File: src/rtl/clkmon_pkg.sv
package clkmon_pkg;
   localparam int STATUS_W       = 8;
   localparam int REF_STOP_BIT   = 1;
   localparam int SYNTH_STOP_BIT = 2;
   typedef logic [STATUS_W-1:0] status_t;
endpackage

File: src/rtl/clkmon_activity.sv
module clkmon_activity #(
   parameter int SYNC_STAGES = 2,
   parameter int STOP_CYCLES = 16
) (
   input  logic mon_clk,
   input  logic rst,
   input  logic watched,
   output logic stopped
);
   localparam int CW = $clog2(STOP_CYCLES + 1);
   localparam logic [CW-1:0] LIMIT   = CW'(STOP_CYCLES);
   localparam logic [CW-1:0] NEAR    = CW'(STOP_CYCLES - 1);

   generate
      if (SYNC_STAGES < 2) begin : g_bad_sync
         $error("clkmon_activity: SYNC_STAGES must be at least 2");
      end
      if (STOP_CYCLES < 2) begin : g_bad_stop
         $error("clkmon_activity: STOP_CYCLES must be at least 2");
      end
   endgenerate

   logic [SYNC_STAGES-1:0] chain;
   logic                   last_q;
   logic                   edge_seen;
   logic [CW-1:0]          quiet_cnt;

   generate
      genvar gi;
      for (gi = 0; gi < SYNC_STAGES; gi++) begin : g_sync
         if (gi == 0) begin : g_first
            always_ff @(posedge mon_clk or posedge rst) begin
               if (rst) chain[0] <= 1'b0;
               else     chain[0] <= watched;
            end
         end else begin : g_next
            always_ff @(posedge mon_clk or posedge rst) begin
               if (rst) chain[gi] <= 1'b0;
               else     chain[gi] <= chain[gi-1];
            end
         end
      end
   endgenerate

   always_ff @(posedge mon_clk or posedge rst) begin
      if (rst) last_q <= 1'b0;
      else     last_q <= chain[SYNC_STAGES-1];
   end

   assign edge_seen = chain[SYNC_STAGES-1] ^ last_q;

   always_ff @(posedge mon_clk or posedge rst) begin
      if (rst) begin
         quiet_cnt <= '0;
      end else if (edge_seen) begin
         quiet_cnt <= '0;
      end else if (quiet_cnt != LIMIT) begin
         quiet_cnt <= quiet_cnt + 1'b1;
      end
   end

   always_ff @(posedge mon_clk or posedge rst) begin
      if (rst) stopped <= 1'b0;
      else     stopped <= !edge_seen && (quiet_cnt >= NEAR);
   end

   // a fresh transition removes the stopped flag on the next cycle
   p_edge_clears_r8: assert property (@(posedge mon_clk) disable iff (rst)
      edge_seen |=> !stopped);

   // the quiet counter never runs past its limit
   p_cnt_bound_r4: assert property (@(posedge mon_clk) disable iff (rst)
      quiet_cnt <= LIMIT);

   // the flag rises only after a quiet cycle
   p_rise_quiet_r4: assert property (@(posedge mon_clk) disable iff (rst)
      $rose(stopped) |-> $past(!edge_seen));
endmodule

File: src/rtl/clkmon_lock.sv
module clkmon_lock #(
   parameter bit LOCK_REG = 1'b1
) (
   input  logic mon_clk,
   input  logic rst,
   input  logic lock_req,
   input  logic ref_stop,
   output logic locked
);
   logic lock_q;

   generate
      if (LOCK_REG) begin : g_reg
         always_ff @(posedge mon_clk or posedge rst) begin
            if (rst) lock_q <= 1'b0;
            else     lock_q <= lock_req;
         end
      end else begin : g_pass
         assign lock_q = lock_req & ~rst;
      end
   endgenerate

   assign locked = lock_q & ~ref_stop & ~rst;

   // no lock indication while the reference is judged stopped
   p_lock_drop_r3: assert property (@(posedge mon_clk) disable iff (rst)
      ref_stop |-> !locked);

   // a rising lock always stems from a lock request
   p_lock_follow_r2: assert property (@(posedge mon_clk) disable iff (rst)
      $rose(locked) && !$past(ref_stop) |-> $past(lock_req) || !LOCK_REG);
endmodule

File: src/rtl/clkmon_status_pack.sv
module clkmon_status_pack
   import clkmon_pkg::*;
(
   input  logic    mon_clk,
   input  logic    rst,
   input  logic    ref_stop,
   input  logic    synth_stop,
   input  logic    fb_connected,
   input  logic    synth_used,
   output status_t status
);
   always_comb begin
      status                 = '0;
      status[REF_STOP_BIT]   = ref_stop & fb_connected & ~rst;
      status[SYNTH_STOP_BIT] = synth_stop & synth_used & ~rst;
   end

   // reference flag gated by the feedback strap
   p_fb_gate_r5: assert property (@(posedge mon_clk) disable iff (rst)
      !fb_connected |-> !status[REF_STOP_BIT]);

   // synthesized flag gated by the output-in-use strap
   p_synth_gate_r7: assert property (@(posedge mon_clk) disable iff (rst)
      !synth_used |-> !status[SYNTH_STOP_BIT]);

   // an in-use stopped synthesized clock is reported
   p_synth_show_r6: assert property (@(posedge mon_clk) disable iff (rst)
      synth_used && synth_stop |-> status[SYNTH_STOP_BIT]);
endmodule

File: src/rtl/clkmgr_status_mon.sv
module clkmgr_status_mon
   import clkmon_pkg::*;
#(
   parameter int SYNC_STAGES = 2,
   parameter int STOP_CYCLES = 16,
   parameter bit LOCK_REG    = 1'b1
) (
   input  logic                mon_clk,
   input  logic                rst,
   input  logic                ref_clk,
   input  logic                synth_clk,
   input  logic                fb_connected,
   input  logic                synth_used,
   input  logic                phase_lock_in,
   output logic                locked,
   output logic [STATUS_W-1:0] status
);
   logic ref_stop;
   logic synth_stop;

   clkmon_activity #(.SYNC_STAGES(SYNC_STAGES), .STOP_CYCLES(STOP_CYCLES)) u_ref_act (
      .mon_clk (mon_clk),
      .rst     (rst),
      .watched (ref_clk),
      .stopped (ref_stop)
   );

   clkmon_activity #(.SYNC_STAGES(SYNC_STAGES), .STOP_CYCLES(STOP_CYCLES)) u_synth_act (
      .mon_clk (mon_clk),
      .rst     (rst),
      .watched (synth_clk),
      .stopped (synth_stop)
   );

   clkmon_lock #(.LOCK_REG(LOCK_REG)) u_lock (
      .mon_clk  (mon_clk),
      .rst      (rst),
      .lock_req (phase_lock_in),
      .ref_stop (ref_stop),
      .locked   (locked)
   );

   clkmon_status_pack u_pack (
      .mon_clk      (mon_clk),
      .rst          (rst),
      .ref_stop     (ref_stop),
      .synth_stop   (synth_stop),
      .fb_connected (fb_connected),
      .synth_used   (synth_used),
      .status       (status)
   );

   // reset forces outputs quiet
   always_comb begin
      if (rst) p_reset_quiet_r1: assert (!locked && status == '0);
   end

   // a reported reference stop never coincides with lock
   p_flag_vs_lock_r4: assert property (@(posedge mon_clk) disable iff (rst)
      status[REF_STOP_BIT] |-> !locked);
endmodule

File: config.mk
export PLATFORM = sky130hd
export DESIGN_NAME = clkmgr_status_mon
export DESIGN_NICKNAME = d
export VERILOG_FILES = /design/src/rtl/clkmon_pkg.sv /design/src/rtl/clkmon_activity.sv /design/src/rtl/clkmon_lock.sv /design/src/rtl/clkmon_status_pack.sv /design/src/rtl/clkmgr_status_mon.sv
export SDC_FILE = /design/constraint.sdc
export NUM_CORES = 1
export LEC_CHECK = 0
export BUFFER_PORTS_ARGS = -buffer_cell sky130_fd_sc_hd__buf_2
export CAP_MARGIN = 20
export CORE_MARGIN = 5
export CORE_UTILIZATION = 50
export DETAILED_ROUTE_END_ITERATION = 16
export MAX_ROUTING_LAYER = met4
export PLACE_DENSITY_LB_ADDON = 0.08
export SLEW_MARGIN = 20
export SYNTH_ARGS = -nofsm -noshare
export SYNTH_HDL_FRONTEND = slang
export SYNTH_SLANG_ARGS = --single-unit
File: constraint.sdc
create_clock -name mon_clk -period 1.5 [get_ports mon_clk]
set_clock_uncertainty 0.1 [all_clocks]
set_input_delay 0.225 -clock mon_clk [delete_from_list [all_inputs] [get_ports mon_clk]]
set_output_delay 0.225 -clock mon_clk [all_outputs]
set_load 0.005 [all_outputs]
==> results.toml <==
[run_status]
status = "complete, no violations"

[timing]
setup_ws_ns = 0.0633
setup_violations = 0
fmax_mhz = 696
rsz0062_at_grt = "yes"
period_needed_ns = 1.44
period_share_pct = 95.8
drv_slew = 0
hold_viol = 0

[worst_setup_path]
r2r_setup_slack_ns = 0.06
crit_arrival_ns = 1.56
required_ns = 1.63
reg2reg_depth = 5
r2r-end = "u_synth_act.quiet_cnt[3]$_DFFE_PP0P_"
regToRegStartpoint = "u_synth_act.quiet_cnt[0]$_DFFE_PP0P_"
crit_path_start_kind = "flop"
criticalPathCategory = "flop to flop"
cp-end-kind = "flop"
crit_fanout = 4

[cts]
cts_tree = "built"
cts_buffers = 3
h-tree-depth = 1
clk_pin_slew_ns = 0.10
cts_buffer_depth = 2
clock_latency_ns = 0.29
cts.sinks = 19
root_buffer = "clkbuf_4"

[finish]
register_area_sq_um = 475
layout-drive-gt1-share_pct = 21.6
antenna_cells = 0
fill_cells = 151
multi_input_area_sq_um = 338
area_growth_pct = 15.8
stdcell_count = 114
nets = 111

[die]
rows = 15
die_area_sq_um = 2680
die-width_microns = 51.8
initial_core_util_pct = 51.7
ioPinCount = 16
die_h_microns = 51.8
core_area_sq_um = 1690

[pwr]
power_leakage_nw = 0.503
total_power_mw = 0.973
ir_worst_vdd_uv = 652
power_density_nw_per_um2 = 963

[yosys]
ys_ff_latch = 19
synth_cell_types = 19
seq_area_frac_synth_pct = 54.4
syn_avg_cell_area_sq_um = 11.3
synth_cells = 77
yosys_warnings = 0
synth.cell_area_sq_um = 873

[detailed_routing]
wl_met3_microns = 62
routed.top_layer = "met4"
wl_mm = 1.32
vias_per_cell = 4.95
wl_met2_microns = 603
drt_iter0_drc = 1
met1_length_microns = 628
vias = 564
drc = 0
first_pass_iters = 4
routedWlPerCell_microns = 11.6
antenna_left = 0

[placement]
portBuffers = 9
finalWeightedCongestion = 0.787
placedCellCount = 104
place_hpwl_microns = 997
post-place-ws_ns = 0.0732

[grt]
grt_pass1_wl_mm = 2.42
antenna_found_initial = 0
first_global_vias = 567
grt_max_degree = 12
grt.total_usage_pct = 12.6
grt_overflow = 0

[hold_path]
hp-start = "u_ref_act.chain[0]$_DFF_PP0_"
min_to = "u_ref_act.chain[1]$_DFF_PP0_"
whs_path_depth = 0
min_path_type = "flop to flop"

[flow_run]
max_cap_viol_count = 0
[area by class of cell]
cell class / count / share of cell area [%]
multi-input combinational: 48 / 33.4
sequential: 19 / 47.0
clock inverter: 1 / 0.495
tap: 17 / 2.10
timing repair buffer: 17 / 11.4
clock buffer: 3 / 2.23
inverter: 9 / 3.34
[logic make-up (layout without fill, tap and decap cells)]
kind of cell    Yosys count  after routing  share of synthesized area [%]
xor+xnor                  8              8                           8.02
buf+inv                  15             30                           9.03
other cells               1              6                          0.429
fa+ha+maj                 6              6                           8.60
simple gates             22             22                           14.9
flops                    19             19                           54.4
mux                       2              2                           2.29
compound gates            4              4                           2.29
[synthesized netlist by cell type]
cell | n | share of area (%)
a21oi_1 | 4 | 2.3
and3_1 | 3 | 2.1
and3_2 | 1 | 0.86
and4bb_1 | 1 | 1.4
and4bb_4 | 1 | 1.9
buf_4 | 6 | 5.2
conb_1 | 1 | 0.43
dfrtp_1 | 19 | 54
ha_1 | 6 | 8.6
inv_1 | 9 | 3.9
mux2i_1 | 2 | 2.3
nand3_1 | 2 | 1.1
nand4_1 | 2 | 1.4
nor2_1 | 9 | 3.9
nor3_1 | 1 | 0.57
nor3b_1 | 1 | 0.86
or2_1 | 1 | 0.72
xnor2_1 | 4 | 4.0
xor2_1 | 4 | 4.0
[per-layer routing]
layer	vias to the layer above	track usage [%]
met5	-	-
met4	0	6.55
met3	4	3.44
met2	15	19.5
met1	268	15.1
li1	277	-
[cells in the final DEF, fill, tap and decap left out]
cell type / synthesis / routed
conb_1: 1 / 6
clkbuf_4: 0 / 3
clkinv_2: 0 / 1
xor2_1: 4 / 4
nor3_1: 1 / 1
buf_2: 0 / 9
ha_1: 6 / 6
and3_1: 3 / 3
xnor2_1: 4 / 4
or2_1: 1 / 1
and4bb_2: 0 / 1
dlygate4sd3_1: 0 / 4
a21oi_1: 4 / 4
inv_2: 0 / 1
nand3_1: 2 / 2
nor2_1: 9 / 9
buf_4: 6 / 4
mux2i_1: 2 / 2
nor3b_1: 1 / 1
and3_2: 1 / 1
dfrtp_1: 19 / 19
nand4_1: 2 / 2
inv_1: 9 / 8
and4bb_4: 1 / 1
[repair_timing]
action,4_1_cts,5_1_grt
hold endpoints to repair,22,0
gates resized for setup,0,2
setup endpoints to repair,0,3
setup buffers,0,2
hold buffers,4,0
[flip-flops by register name, summed over array words and instances, names as in the netlist]
signal / count
u_lock.lock_q: 1
u_ref_act.chain: 2
u_ref_act.last_q: 1
u_ref_act.quiet_cnt: 5
u_ref_act.stopped: 1
u_synth_act.chain: 2
u_synth_act.last_q: 1
u_synth_act.quiet_cnt: 5
u_synth_act.stopped: 1
[power by group]
part / total [mW] / internal [mW] / switching, mW
Sequential: 0.582 / 0.547 / 0.0350
Combinational: 0.142 / 0.0721 / 0.0703
Clock: 0.248 / 0.0990 / 0.149
[how the worst max path moves through the flow]
stage,end,depth (start not counted),startpoint,slack (ns)
floorplan,u_synth_act.quiet_cnt[4]$_DFFE_PP0P_,4,u_synth_act.quiet_cnt[0]$_DFFE_PP0P_,0.16
global placement,u_synth_act.stopped$_DFF_PP0_,5,u_synth_act.quiet_cnt[1]$_DFFE_PP0P_,0.10
detailed placement,u_ref_act.quiet_cnt[1]$_DFFE_PP0P_,5,u_ref_act.quiet_cnt[0]$_DFFE_PP0P_,0.07
CTS,u_ref_act.quiet_cnt[1]$_DFFE_PP0P_,5,u_ref_act.quiet_cnt[0]$_DFFE_PP0P_,0.06
global route,u_synth_act.quiet_cnt[3]$_DFFE_PP0P_,5,u_synth_act.quiet_cnt[0]$_DFFE_PP0P_,-0.02
finish,u_synth_act.quiet_cnt[3]$_DFFE_PP0P_,5,u_synth_act.quiet_cnt[0]$_DFFE_PP0P_,0.06
[worst max-delay path, cell delays in order, from the launching register on]
cell and delay [ns]:
dfrtp_1 0.41, inv_1 0.08, ha_1 0.21, and4bb_4 0.22
or2_1 0.25, nor2_1 0.11
[metrics by stage]
step                      hold WS, ns  instance area, sq um  utilization [%]  setup TNS, ns
after global routing            0.279                  1010             59.9        -0.0502
final                           0.263                  1010             59.9              0
after global placement          0.173                   928             55.0              0
after detailed placement        0.194                   928             55.0              0
after floorplan                0.0866                   892                -              0
after CTS                       0.266                   996             59.0              0
Note: power is estimated with default switching activity, not from simulation.
